**src/rtl/crc_prs_pkg.sv**
```systemverilog
package crc_prs_pkg;

  typedef enum logic {
    MODE_CRC = 1'b0,
    MODE_PRS = 1'b1
  } mode_e;

  typedef enum logic [1:0] {
    ROLE_ALONE = 2'b00,
    ROLE_LOW   = 2'b01,
    ROLE_HIGH  = 2'b10,
    ROLE_ALT   = 2'b11
  } role_e;

  function automatic logic role_is_alone(input role_e r);
    return (r == ROLE_ALONE) || (r == ROLE_ALT);
  endfunction

endpackage

```
**src/rtl/crc_prs_mask.sv**
```systemverilog
module crc_prs_mask #(
  parameter int W    = 8,
  parameter int MSBW = $clog2(W)
) (
  input  logic [MSBW-1:0] msb_i,
  output logic [MSBW-1:0] msb_eff_o,
  output logic [W-1:0]    mask_o
);

  // Narrowest legal register is two bits; clamp the top index into range.
  always_comb begin
    if (msb_i == '0)
      msb_eff_o = MSBW'(1);
    else if (int'(msb_i) > W - 1)
      msb_eff_o = MSBW'(W - 1);
    else
      msb_eff_o = msb_i;
  end

  for (genvar i = 0; i < W; i++) begin : g_mask
    assign mask_o[i] = (int'(msb_eff_o) >= i);
  end

endmodule

```
**src/rtl/crc_prs_tap.sv**
```systemverilog
module crc_prs_tap
  import crc_prs_pkg::*;
#(
  parameter int W    = 8,
  parameter int MSBW = $clog2(W)
) (
  input  logic [W-1:0]    state_i,
  input  logic [MSBW-1:0] msb_eff_i,
  input  mode_e           mode_i,
  input  role_e           role_i,
  input  logic            din_i,
  input  logic            chain_fb_i,
  output logic            top_bit_o,
  output logic            fb_local_o,
  output logic            fb_o
);

  always_comb begin
    top_bit_o  = state_i[msb_eff_i];
    fb_local_o = (mode_i == MODE_PRS) ? top_bit_o : (top_bit_o ^ din_i);
    // A low slice borrows the decision made at the real top of the chain.
    fb_o       = (role_i == ROLE_LOW) ? chain_fb_i : fb_local_o;
  end

endmodule

```
**src/rtl/crc_prs_next.sv**
```systemverilog
module crc_prs_next
  import crc_prs_pkg::*;
#(
  parameter int W = 8
) (
  input  logic [W-1:0] state_i,
  input  logic [W-1:0] poly_i,
  input  logic [W-1:0] mask_i,
  input  logic         fb_i,
  input  role_e        role_i,
  input  logic         chain_sh_i,
  output logic [W-1:0] next_o
);

  logic         shin;
  logic [W-1:0] shifted;
  logic [W-1:0] taps;

  always_comb begin
    shin    = (role_i == ROLE_HIGH) ? chain_sh_i : 1'b0;
    shifted = {state_i[W-2:0], shin};
    taps    = poly_i & {W{fb_i}};
    next_o  = (shifted ^ taps) & mask_i;
  end

endmodule

```
**src/rtl/crc_prs_lock.sv**
```systemverilog
module crc_prs_lock (
  input  logic clk_i,
  input  logic rst_ni,
  input  logic clear_i,
  input  logic arm_i,
  output logic lock_o
);

  always_ff @(posedge clk_i or negedge rst_ni) begin
    if (!rst_ni)
      lock_o <= 1'b0;
    else if (clear_i)
      lock_o <= 1'b0;
    else if (arm_i)
      lock_o <= 1'b1;
  end

endmodule

```
**src/rtl/crc_prs_slice.sv**
```systemverilog
module crc_prs_slice
  import crc_prs_pkg::*;
#(
  parameter int W    = 8,
  parameter int MSBW = $clog2(W)
) (
  input  logic            clk_i,
  input  logic            rst_ni,
  input  logic            cfg_mode_i,
  input  logic [1:0]      cfg_role_i,
  input  logic [MSBW-1:0] cfg_msb_i,
  input  logic [W-1:0]    cfg_poly_i,
  input  logic            seed_ld_i,
  input  logic [W-1:0]    seed_i,
  input  logic            step_valid_i,
  output logic            step_ready_o,
  input  logic            step_bit_i,
  input  logic            chain_fb_i,
  input  logic            chain_sh_i,
  output logic [W-1:0]    state_o,
  output logic            ser_o,
  output logic            chain_fb_o,
  output logic            lock_o
);

  mode_e           mode;
  role_e           role;
  logic [MSBW-1:0] msb_eff;
  logic [W-1:0]    mask;
  logic [W-1:0]    state_q;
  logic [W-1:0]    state_d;
  logic            top_bit;
  logic            fb_local;
  logic            fb;
  logic            accept;
  logic            lock_arm;

  assign mode = mode_e'(cfg_mode_i);
  assign role = role_e'(cfg_role_i);

  assign step_ready_o = ~seed_ld_i;
  assign accept       = step_valid_i & step_ready_o;

  crc_prs_mask #(.W(W), .MSBW(MSBW)) u_mask (
    .msb_i     (cfg_msb_i),
    .msb_eff_o (msb_eff),
    .mask_o    (mask)
  );

  crc_prs_tap #(.W(W), .MSBW(MSBW)) u_tap (
    .state_i    (state_q),
    .msb_eff_i  (msb_eff),
    .mode_i     (mode),
    .role_i     (role),
    .din_i      (step_bit_i),
    .chain_fb_i (chain_fb_i),
    .top_bit_o  (top_bit),
    .fb_local_o (fb_local),
    .fb_o       (fb)
  );

  crc_prs_next #(.W(W)) u_next (
    .state_i    (state_q),
    .poly_i     (cfg_poly_i),
    .mask_i     (mask),
    .fb_i       (fb),
    .role_i     (role),
    .chain_sh_i (chain_sh_i),
    .next_o     (state_d)
  );

  always_ff @(posedge clk_i or negedge rst_ni) begin
    if (!rst_ni)
      state_q <= '0;
    else if (seed_ld_i)
      state_q <= seed_i & mask;
    else if (accept)
      state_q <= state_d;
  end

  assign lock_arm = accept && (mode == MODE_PRS) && role_is_alone(role)
                    && ((state_q & mask) == '0);

  crc_prs_lock u_lock (
    .clk_i   (clk_i),
    .rst_ni  (rst_ni),
    .clear_i (seed_ld_i),
    .arm_i   (lock_arm),
    .lock_o  (lock_o)
  );

  assign state_o    = state_q;
  assign ser_o      = top_bit;
  assign chain_fb_o = fb_local;

endmodule

```
**config.mk**
```make
export PLATFORM = sky130hd
export DESIGN_NAME = crc_prs_slice
export DESIGN_NICKNAME = d
export VERILOG_FILES = /design/src/rtl/crc_prs_pkg.sv /design/src/rtl/crc_prs_mask.sv /design/src/rtl/crc_prs_tap.sv /design/src/rtl/crc_prs_next.sv /design/src/rtl/crc_prs_lock.sv /design/src/rtl/crc_prs_slice.sv
export SDC_FILE = /design/constraint.sdc
export NUM_CORES = 1
export LEC_CHECK = 0
export BUFFER_PORTS_ARGS = -buffer_cell sky130_fd_sc_hd__buf_4
export CAP_MARGIN = 30
export CORE_MARGIN = 2
export CORE_UTILIZATION = 46
export DETAILED_ROUTE_END_ITERATION = 7
export PLACE_DENSITY_LB_ADDON = 0.3
export SETUP_SLACK_MARGIN = 0.02
export SKIP_CTS_REPAIR_TIMING = 1
export SLEW_MARGIN = 20
export SYNTH_ARGS = -nofsm -noshare
export SYNTH_HDL_FRONTEND = slang
export SYNTH_SLANG_ARGS = --single-unit
```
**constraint.sdc**
```tcl
create_clock -name clk_i -period 3.1 [get_ports clk_i]
set_clock_uncertainty 0.15 [all_clocks]
set_input_delay 0.93 -clock clk_i [delete_from_list [all_inputs] [get_ports clk_i]]
set_output_delay 0.93 -clock clk_i [all_outputs]
set_load 0.01 [all_outputs]
```
==> out/metrics.csv <==
stage,metric,value,unit
status,status,finished with violations,
status,failed_checks,setup timing,
layout,area_delta_synth_final,49.50,%
layout,drive_gt1_share,40.76,%
power_and_ir_drop,ir_worst_vdd,0.0003135,V
timing,max_freq,0.3083,GHz
layout,n_antenna_cell,0,
detailed_routing,drt_pass1_iterations,4,
layout,fin_nets,189,
yosys,syn_inst,108,
yosys,synth_most_common_cell,a21oi_1,
detailed_routing,finalWirelength,2623,µm
detailed_routing,route.detailed.drc,0,
setup_path,slowest_stage,or3_4,
yosys,synth_top_area_share,25.68,%
global_routing,grt.met1_usage,29.23,%
yosys,synth.ff_latch_count,9,
detailed_routing,num_vias,1021,
floorplanning,die-height,47.67,µm
run,maxCapViolations,0,
yosys,ys_seq_area_share,25.68,%
timing,final.setup.worst_slack,-144.1,ps
setup_path,cp_cell_sequence,buf_8 > mux2_4 > and2_4 > or3_4 > xor2_2 > buf_4,
setup_path,worstSetupStartpoint,cfg_msb_i[0],
timing,hold-worst-slack,333.9,ps
timing,worst_pin_slew,428.3,ps
setup_path,start_kind,input pin,
timing,hold_violations,0,
setup_path,crit_path_max_fanout,5,
global_routing,grt_max_degree,19,
global_routing,met2_usage,42.70,%
placed_design,gp_congestion,0.8475,
layout,final_area,1311,µm²
global_routing,met3_usage,6.415,%
floorplanning,die_x,47.67,µm
timing,max-slew-margin-rel,71.32,%
floorplanning,initial_core_util,49.72,%
setup_path,end_kind,output port,
setup_path,r2r_slack,990,ps
timing,finalMaxSlewViolations,0,
setup_path,reg2reg_from,state_o[6],
yosys,ys_top_cells_by_count,"17 x a21oi_1, 12 x nand2_1, 9 x dfrtp_1",
yosys,ys_top_cells_by_area,"dfrtp_1 26%, a21oi_1 9.7%, xor2_1 7.0%",
setup_path,arrival,2160,ps
setup_path,crit_family,simple AND/OR/NAND/NOR gates,
yosys,synthesis.area,877.1,µm²
detailed_routing,antenna_left,0,
yosys,yosys.area.top_type,dfrtp_1,
clocking,cts.sinks,9,
floorplanning,row_count,15,
global_routing,first_global_vias,951,
yosys,synthFlopType,dfrtp_1,
power_and_ir_drop,leakage,0.6618,nW
clocking,numCtsBuffers,3,
placed_design,post-place-ws,-148.8,ps
detailed_routing,drt-wirelength-per-cell,14.41,µm
timing,finalSetupViolations,2,
global_routing,grt_pass1_wl,3960,µm
power_and_ir_drop,total_power,410.8,µW
floorplanning,dieArea,2272,µm²
hold_path,hold_path.class,input pin to async pin,
yosys,synth_edf_count,0,
setup_path,crit_buf_inv,2,
yosys,synth_cell_types,38,
setup_path,required,2020,ps
clocking,cts_buffer_depth,2,
setup_path,path_class,input pin to output port,
setup_path,cpPeakStageDelay,380,ps
yosys,syn_nets,139,
global_routing,antenna_found_initial,0,
placed_design,dpl-instance-area,1256,µm²
clocking,cts_tree,done,
yosys,ys_async_sr_fraction,100.0,%
global_routing,grt_overflow,0,
floorplanning,io_pins,41,
yosys,yosys_warnings,0,
timing,fin_crit_sh,104.6,%
clocking,h-tree-depth,1,
placed_design,port_buffers,40,
global_routing,top_usage_layer,met2,
timing,period_needed,3244,ps
detailed_routing,drt_iter0_drc,25,
yosys,avgSynthCellArea,8.121,µm²
clocking,clk_latency,260,ps
floorplanning,core,1764,µm²
detailed_routing,viasPerCell,5.610,
global_routing,grtUsageTotal,25.17,%
timing,rsz0062_at_grt,true,
clocking,path_clk_slew,60,ps
power_and_ir_drop,power_density,313.3,nW/µm²
clocking,cts-root-buf,clkbuf_4,
placed_design,hpwl,2068,µm
worst register-to-register path, cell delays in order, from the launching register on:
cell	delay [ps]
dfrtp_1	440
mux2_4	310
and2_4	150
buf_4	120
buf_4	130
a21oi_4	270
nand3_1	140
xor2_1	200
o21ai_1	80
per-layer routing:
layer  up-vias  share of wire [%]
met4         0                3.5
met2        49                 51
li1        484                  -
met3        12                6.8
met1       476                 38
met5         -                  0
cell type report:
cell class | instances | area [µm²]
Multi-Input combinational cell | 88 | 615.6
Fill cell | 152 | 452.9
Inverter | 5 | 18.77
Tap cell | 25 | 31.28
Timing Repair Buffer | 51 | 394.1
Clock buffer | 4 | 26.28
Sequential cell | 9 | 225.2
report_power, final:
part           internal, mW  switching (mW)
Sequential            0.127          0.0165
Clock                0.0496          0.0406
Combinational        0.0946          0.0822
layout by cell type, fill, tap and decap left out, types with 2 or more instances in the layout:
| master | synthesis | layout |
|---|---|---|
| dfrtp_1 | 9 | 9 |
| buf_4 | 0 | 49 |
| a21o_1 | 2 | 2 |
| clkbuf_4 | 0 | 3 |
| a21oi_1 | 17 | 17 |
| nor3b_2 | 2 | 2 |
| and3_1 | 2 | 2 |
| nor2_1 | 4 | 4 |
| o21ai_1 | 2 | 2 |
| xor2_1 | 7 | 6 |
| mux2i_1 | 3 | 3 |
| ha_1 | 2 | 2 |
| nand2_1 | 12 | 12 |
| inv_1 | 5 | 5 |
| a22oi_1 | 2 | 2 |
| nand3_1 | 7 | 7 |
| a31oi_1 | 2 | 2 |
| o21ai_0 | 3 | 3 |
| nand2b_1 | 3 | 3 |
kinds of logic (layout without fill, tap and decap cells):
family / after synthesis / count (layout) / synth area share (%)
adders and majority gates: 2 / 2 / 2.853
and+or+nand+nor: 38 / 38 / 22.97
xor gates and xnor gates: 8 / 8 / 7.989
DFF: 9 / 9 / 25.68
AOI/OAI and AO/OA: 35 / 35 / 26.96
muxes: 5 / 5 / 7.703
buffers and inverters: 11 / 60 / 5.849
final timing paths:
kind | cells past startpoint | endpoint
max | 6 | chain_fb_o
min | 1 | state_o[3]
max reg2reg | 8 | state_o[1]
min reg2reg | 2 | u_lock.lock_o
max in group asynchronous | 1 | state_o[7]
min in group clk_i | 2 | u_lock.lock_o
per-stage QoR:
step / cells / setup TNS [ps] / util [%]
after CTS: 180 / -161.5 / 72.70
final: 182 / -243.4 / 74.33
after global routing: 182 / -293.5 / 74.33
after detailed placement: 176 / -155.7 / 71.21
after global placement: 176 / -122.4 / 71.21
after floorplan: 108 / -49.84 / -
state kept, by name (all words and copies together) (netlist names):
register       count
u_lock.lock_o      1
state_o            8
Note: power is estimated with default switching activity, not from simulation.
